<file path="src/rtl/nfc_ecc_pkg.sv">
`timescale 1ns/1ps
package nfc_ecc_pkg;
   localparam int MAX_CS      = 4;
   localparam int SEL_W       = 2;
   localparam int USE_LSB     = 0;
   localparam int SEL_LSB     = 4;
   localparam int ECC1_LSB    = 8;
   localparam int ECC4_BIT    = 12;
   localparam int ERRLOC_BIT  = 13;
   localparam int USED_MSB    = 13;
endpackage

</file>
<file path="src/rtl/nfc_w1s_flag.sv">
`timescale 1ns/1ps
module nfc_w1s_flag #(
   parameter bit RST_VAL = 1'b0
) (
   input  logic clk,
   input  logic rst_n,
   input  logic set_i,
   input  logic clr_i,
   output logic q_o
);
   always_ff @(posedge clk or negedge rst_n) begin
      if (!rst_n)     q_o <= RST_VAL;
      else if (set_i) q_o <= 1'b1;
      else if (clr_i) q_o <= 1'b0;
   end


   set_wins_chk: assert property (@(posedge clk) disable iff (!rst_n)
      set_i |=> q_o);

   clr_drop_chk: assert property (@(posedge clk) disable iff (!rst_n)
      (clr_i && !set_i) |=> !q_o);

   idle_hold_chk: assert property (@(posedge clk) disable iff (!rst_n)
      (!set_i && !clr_i) |=> $stable(q_o));
endmodule

</file>
<file path="src/rtl/nfc_rw_field.sv">
`timescale 1ns/1ps
module nfc_rw_field #(
   parameter int W = 2
) (
   input  logic         clk,
   input  logic         rst_n,
   input  logic         we_i,
   input  logic [W-1:0] d_i,
   output logic [W-1:0] q_o
);
   if (W < 1) begin : g_bad_w
      $error("nfc_rw_field: W must be at least 1");
   end

   always_ff @(posedge clk or negedge rst_n) begin
      if (!rst_n)    q_o <= '0;
      else if (we_i) q_o <= d_i;
   end


   rw_hold_chk: assert property (@(posedge clk) disable iff (!rst_n)
      !we_i |=> $stable(q_o));
endmodule

</file>
<file path="src/rtl/nfc_rd_port.sv">
`timescale 1ns/1ps
module nfc_rd_port #(
   parameter int DW = 32
) (
   input  logic          clk,
   input  logic          rst_n,
   input  logic          rd_en_i,
   input  logic          hit_i,
   input  logic [DW-1:0] val_i,
   output logic [DW-1:0] rdata_o
);
   always_ff @(posedge clk or negedge rst_n) begin
      if (!rst_n)                 rdata_o <= '0;
      else if (rd_en_i && hit_i)  rdata_o <= val_i;
      else                        rdata_o <= '0;
   end


   miss_zero_chk: assert property (@(posedge clk) disable iff (!rst_n)
      !(rd_en_i && hit_i) |=> (rdata_o == '0));
endmodule

</file>
<file path="src/rtl/nfc_ecc_ctl.sv">
`timescale 1ns/1ps
module nfc_ecc_ctl
   import nfc_ecc_pkg::*;
#(
   parameter int               ADDR_W   = 8,
   parameter int               DATA_W   = 32,
   parameter int               NUM_CS   = 4,
   parameter logic [ADDR_W-1:0] CTL_ADDR = 8'h60
) (
   input  logic                clk,
   input  logic                rst_n,
   input  logic [ADDR_W-1:0]   bus_addr,
   input  logic                bus_wr_en,
   input  logic [DATA_W-1:0]   bus_wdata,
   input  logic                bus_rd_en,
   output logic [DATA_W-1:0]   bus_rdata,
   input  logic [NUM_CS+1:0]   rslt_rd_strb,
   output logic [NUM_CS-1:0]   cs_nand_en,
   output logic [SEL_W-1:0]    ecc4_cs_sel,
   output logic [NUM_CS-1:0]   ecc1_go,
   output logic                ecc4_go,
   output logic                errloc_go
);
   localparam int STRB_W  = NUM_CS + 2;
   localparam int STRB_E4 = NUM_CS;
   localparam int STRB_EL = NUM_CS + 1;

   if (NUM_CS < 1 || NUM_CS > MAX_CS) begin : g_bad_cs
      $error("nfc_ecc_ctl: NUM_CS must be 1 to 4");
   end
   if (DATA_W <= USED_MSB) begin : g_bad_dw
      $error("nfc_ecc_ctl: DATA_W too narrow for the field layout");
   end

   logic              wr_hit;
   logic              rd_hit;
   logic [DATA_W-1:0] reg_val;
   logic [DATA_W-1:0] rsv_mask;

   assign wr_hit = bus_wr_en && (bus_addr == CTL_ADDR);
   assign rd_hit = (bus_addr == CTL_ADDR);

   nfc_rw_field #(.W(NUM_CS)) u_use (
      .clk   (clk),
      .rst_n (rst_n),
      .we_i  (wr_hit),
      .d_i   (bus_wdata[USE_LSB +: NUM_CS]),
      .q_o   (cs_nand_en)
   );

   nfc_rw_field #(.W(SEL_W)) u_sel (
      .clk   (clk),
      .rst_n (rst_n),
      .we_i  (wr_hit),
      .d_i   (bus_wdata[SEL_LSB +: SEL_W]),
      .q_o   (ecc4_cs_sel)
   );

   for (genvar i = 0; i < NUM_CS; i++) begin : g_ecc1
      nfc_w1s_flag u_flag (
         .clk   (clk),
         .rst_n (rst_n),
         .set_i (wr_hit && bus_wdata[ECC1_LSB + i]),
         .clr_i (rslt_rd_strb[i]),
         .q_o   (ecc1_go[i])
      );
   end

   nfc_w1s_flag u_ecc4 (
      .clk   (clk),
      .rst_n (rst_n),
      .set_i (wr_hit && bus_wdata[ECC4_BIT]),
      .clr_i (rslt_rd_strb[STRB_E4]),
      .q_o   (ecc4_go)
   );

   nfc_w1s_flag u_errloc (
      .clk   (clk),
      .rst_n (rst_n),
      .set_i (wr_hit && bus_wdata[ERRLOC_BIT]),
      .clr_i (rslt_rd_strb[STRB_EL]),
      .q_o   (errloc_go)
   );

   always_comb begin
      reg_val = '0;
      reg_val[USE_LSB +: NUM_CS]  = cs_nand_en;
      reg_val[SEL_LSB +: SEL_W]   = ecc4_cs_sel;
      reg_val[ECC1_LSB +: NUM_CS] = ecc1_go;
      reg_val[ECC4_BIT]           = ecc4_go;
      reg_val[ERRLOC_BIT]         = errloc_go;
   end

   always_comb begin
      rsv_mask = '1;
      rsv_mask[USE_LSB +: NUM_CS]  = '0;
      rsv_mask[SEL_LSB +: SEL_W]   = '0;
      rsv_mask[ECC1_LSB +: NUM_CS] = '0;
      rsv_mask[ECC4_BIT]           = 1'b0;
      rsv_mask[ERRLOC_BIT]         = 1'b0;
   end

   nfc_rd_port #(.DW(DATA_W)) u_rd (
      .clk     (clk),
      .rst_n   (rst_n),
      .rd_en_i (bus_rd_en),
      .hit_i   (rd_hit),
      .val_i   (reg_val),
      .rdata_o (bus_rdata)
   );


   strb_onehot_chk: assert property (@(posedge clk) disable iff (!rst_n)
      $onehot0(rslt_rd_strb));

   rsv_zero_chk: assert property (@(posedge clk) disable iff (!rst_n)
      (bus_rdata & rsv_mask) == '0);

   rst_state_chk: assert property (@(posedge clk) disable iff (!rst_n)
      !$past(rst_n) |-> (cs_nand_en == '0 && ecc1_go == '0 && !ecc4_go
                         && !errloc_go && ecc4_cs_sel == '0));

   pre_clear_chk: assert property (@(posedge clk) disable iff (!rst_n)
      (bus_rd_en && rd_hit && rslt_rd_strb[STRB_E4] && ecc4_go
       && !(wr_hit && bus_wdata[ECC4_BIT]))
      |=> (bus_rdata[ECC4_BIT] && !ecc4_go));

   logic [STRB_W-1:0] unused_w;
   assign unused_w = rslt_rd_strb;
endmodule

</file>
<file path="config.mk">
export PLATFORM = sky130hd
export DESIGN_NAME = nfc_ecc_ctl
export DESIGN_NICKNAME = d
export VERILOG_FILES = /design/src/rtl/nfc_ecc_pkg.sv /design/src/rtl/nfc_w1s_flag.sv /design/src/rtl/nfc_rw_field.sv /design/src/rtl/nfc_rd_port.sv /design/src/rtl/nfc_ecc_ctl.sv
export SDC_FILE = /design/constraint.sdc
export NUM_CORES = 1
export LEC_CHECK = 0
export BUFFER_PORTS_ARGS = -buffer_cell sky130_fd_sc_hd__buf_2
export CORE_UTILIZATION = 37
export DETAILED_ROUTE_END_ITERATION = 8
export PLACE_DENSITY = 0.83
export SYNTH_ARGS = -nofsm -noshare
export SYNTH_HDL_FRONTEND = slang
export SYNTH_SLANG_ARGS = --single-unit
</file>
<file path="constraint.sdc">
create_clock -name clk -period 0.85 [get_ports clk]
set_input_delay 0.17 -clock clk [delete_from_list [all_inputs] [get_ports clk]]
set_output_delay 0.17 -clock clk [all_outputs]
set_load 0.05 [all_outputs]
</file>
; ---- After elaboration in Yosys (flattened, before gate mapping)
; Index checks and enable logic that the tools add are counted.
[classes]
eq_ne = 1
n_mux = 13
n_reduce_logical = 14
[ops]
columns = cell, count
row1 = 2-to-1 mux 14 bit, 1
row2 = 2-to-1 mux 1 bit, 12
row3 = nonzero test 2 bit, 6
row4 = "equality test 8 x 7 -> 1 bit, second input constant", 1
row5 = logical AND 1 bit, 8
[word_totals]
reg_bits = 44
wordCells = 37
in_bits = 50
output_inout_bits = 44

; ---- Longest topological paths before layout
[logic_depth]
depth_word = 4
mapped_depth = 4
ltp_nobuf = 3

; ---- Cells and area by module
; A second synthesis with hierarchy kept.
[hier_totals]
hier_cells = 120
hier_area_um2 = 1610.3
[by_module_without_submodules]
columns = module, seq_area_each_um2, cells_per_inst, instances, area_each_um2
row1 = nfc_rd_port, 800.8, 70, 1, 1031.0
row2 = nfc_w1s_flag, 25.0, 3, 6, 36.3
row3 = nfc_rw_field (u_use), 100.1, 8, 1, 145.1
row4 = nfc_ecc_ctl, 0.0, 20, 1, 143.9
row5 = nfc_rw_field (u_sel), 50.0, 4, 1, 72.6

; ---- Least setup slack after synthesis
; No wires, ideal clock.
[synth_timing]
path_type = input port to flip-flop
start = in bus_addr[1]
end = reg u_sel.q_o[0]
cell_stages = 4
slack_ps = -662
arrival_time_ps = 1387
t_required_ps = 725
path_buffers = 1
cell_sequence = or4b_1 nor3_4 buf_6 mux2_4
[synth_via]
elab_chain_len = 2
[synth_rtl]
columns = item, line
row1 = start: declaration, nfc_ecc_ctl.sv:12  ; input logic [ADDR_W-1:0] bus_addr,
row2 = equality test 8 x 7 -> 1 bit, nfc_ecc_ctl.sv:40  ; assign wr_hit = bus_wr_en && (bus_addr == CTL_ADDR);
row3 = logical AND 1 bit, nfc_ecc_ctl.sv:40
row4 = end signal: assignment, nfc_rw_field.sv:17  ; else if (we_i) q_o <= d_i;
row5 = end: declaration, nfc_rw_field.sv:9  ; output logic [W-1:0] q_o
; Every way passes these cells.
; A chain may end at the register's enable or synchronous reset.

; ---- Worst setup path in the final report
[layout_timing]
start = in bus_addr[7]
end = reg u_use.q_o[2]
[layout_via]
elab_chain_len = 2
[layout_rtl]
columns = item, line
row1 = equality test 8 x 7 -> 1 bit, nfc_ecc_ctl.sv:40
row2 = logical AND 1 bit, nfc_ecc_ctl.sv:40
row3 = end signal: assignment, nfc_rw_field.sv:17
row4 = end: declaration, nfc_rw_field.sv:9
; Every way passes these cells.

==> impl_results.md <==
* Nets at 214
* Routed wire per std cell at 14.88 um
* Fraction of layout cells with a size suffix above 1 at 56.44%
* Met1 Resource Use GR at 19.73%
* Ordered cell list for the critical path: buf_6, or4b_4, nor3_4, buf_6, mux2_4
* Global-route wire length before repair at approximately 4400 um
* Logic pwr share at about a fifth
* Vias at 847
* Synth area leader: dfrtp_1
* GRT Max-Usage Layer: met2
* Cell mode on critical path: buf_6
* Met2 Use GR at 35.88%
* CP endpoint kind: flip-flop
* Vias in the first global route at 900
* EDFF count, synth at 0
* Fin Clk Skew at between 0.002 and 0.003 ns
* Minimum clock period at about 1.3 ns
* Die H at 56.18 um
* RSZ-0062 raised after global routing: yes
* CP arrival at 1.48 ns
* Post-Place Cells at 170
* Status: finished with violations
* Gr usage total at 18.66%
* Sw Share at 29.67%
* Starting DRT DRC Count at 20
* Reg2reg setup slack at -0.20 ns
* Internal power at 1.554 mW
* Final Worst Setup Slack at -0.4225 ns
* PD cells at 1293 nW/um^2
* Area of the mapped netlist at 1086 um^2
* Max-Cap Viols at 0
* Slew Limit Fails at 0
* CTS buffer count at 3
* Fin. Hold Viols at 0
* Post-Syn Instances at 87
* Routed Antenna Nets at 0
* Slowest cell on crit path: or4b_4
* Warnings, synthesis at 0
* Sequential Power Share at 52.9%
* Share of the synthesized area in the top cell type at 55.30%
* DP Worst Slack at -0.7762 ns
* Area growth syn-to-layout at 57.37%
* VDD IR-drop max at approximately 1100 uV
* Power Total at 2.210 mW
* Pin count of the biggest net entering global routing at 14
* Synth unique cells at 14
* Floorplan core area at 2758 um^2
* Final setup vio count at 48
* Post-DR vias/cell at 4.366
* Psw at 0.6558 mW
* Overflow after GRT at 0
* IO Pins at 94
* Post-DP HPWL at 1654 um
* Diode count at 0
* First-pass iteration count of the detailed router at 4
* Initial core utilization at 39.38%
* Ys async rst share at 100.0%
* CP max FO at 5
* Critical Path RT at roughly 1.1 ns
* CP max stage delay at 0.55 ns
* Total Wirelength at just under 3000 um
* DIE AREA at 3156 um^2
* Top cells by area, synth: dfrtp_1 (55%), buf_4 (17%), and2_1 (6.9%)
* Initial antenna violation count at 0
* Final worst-path cycle share at 149.7%
* Met3 Use GR at 3.953%
* Fmax at 0.7858 GHz
* Critical path launch point type: input pin
* Port Buffers at 53
* Gpl congestion at between 0.6 and 0.7
* Static leakage at 0.9856 nW
* Clock sink count at 24
* Syn_area_per_cell at 12.48 um^2
* Top FF cell, synth: dfrtp_1
* Clock insertion delay at the later pin of the skew report at 0.30 ns
* Clock transition at the registers of the reported paths at 0.13 ns
* CP Class: in -> reg
* Failing checks: negative setup slack
* Clk network pwr share at 26.3%
* CTS tree: done
* Clk buf depth at 2
* CTS H-tree lvls at 1
* DRC Markers at 0
* Die Width at 56.18 um
* Non-Filler Instances at 194
* Post-synthesis sequential area ratio at 55.30%
* Most frequent cells after synthesis: buf_4 (24), dfrtp_1 (24), and2_1 (12), inv_1 (8), a22o_1 (6)
* Synth Register Bits at 24
* Setup TNS Final at -13.13 ns
* Fin util at 61.98%
* Root Driver: clkbuf_4
* Worst hold path class: in -> reg
* Floorplan row count at 19
[critical path, delay by kind of cell]
family	cells	cell delay (ns)
simple gates	2	0.76
mux	1	0.30
buf+inv	2	0.25
[flip-flops by register name, summed over array words and instances (netlist names)]
register and cells:
u_sel.q_o 2, u_use.q_o 4, u_rd.rdata_o 12, u_ecc4.q_o 1, u_errloc.q_o 1, g_ecc1.u_flag.q_o 4
[placed cells by master, fill, tap and decap left out]
master and n:
conb_1 20, or4b_4 2, clkbuf_8 1, buf_2 26, buf_6 32, nor3_4 2
dlygate4sd3_1 1, mux2_4 6, a22o_1 6, and2_1 12, inv_1 8, dfrtp_1 24
buf_4 20, clkbuf_4 3
[kinds of logic after synthesis]
kind of cell	Yosys count	share of synthesized area, %
buffers and inverters	34	20.85
flip-flops	24	55.30
AND/OR/NAND/NOR	16	11.06
AO/OA/AOI/OAI	6	4.839
multiplexers	6	7.604
other	1	0.3453
[through the flow]
step,cell area (um^2),hold WS [ns]
floorplan,1161,-0.1256
detailed placement,1314,0.1173
CTS,1648,0.07899
finish,1709,0.08675
global route,1709,0.06807
global placement,1314,0.1085
[routing by layer]
layer / vias to the layer above / part of all wire [%]
li1: 386 / -
met1: 405 / 36
met2: 52 / 56
met3: 4 / 7.3
met4: 0 / 1.6
met5: - / 0
[power by group through the flow]
stage / Clock, mW / Combinational [mW] / Sequential, mW
final: 0.581 / 0.461 / 1.17
after global routing: 0.656 / 0.482 / 1.17
after CTS: 0.576 / 0.444 / 1.17
after detailed placement: 0 / 0.391 / 1.19
after global placement: 0 / 0.384 / 1.19
after floorplan: 0 / 0.300 / 1.24
[worst paths after layout]
kind	to	cells past startpoint	from
min in group asynchronous	u_use.q_o[2]	3	rst_n
worst max register to register	u_use.q_o[2]	3	u_use.q_o[2]
max in group asynchronous	u_ecc4.q_o	3	rst_n
worst min register to register	u_rd.rdata_o[4]	1	u_sel.q_o[0]
worst min-delay path	g_ecc1[2].u_flag.q_o	2	bus_wdata[10]
worst max-delay path	u_use.q_o[2]	5	bus_addr[7]
[timing repair]
action,4_1_cts,5_1_grt
gates resized for setup,59,3
buffers inserted,12,6
pin swaps,8,3
endpoints found under the setup margin,48,48
hold endpoints to repair,24,0
gates cloned,1,0
hold buffers,1,0
[area by class of cell]
cell class	count	area, um^2
sequential	24	600.6
timing repair buffer	79	650.6
fill	204	1049
clock buffer	4	36.28
multi-input combinational	48	352.8
tap	31	38.79
inverter	8	30.03
(Power assumes the default switching activity.)
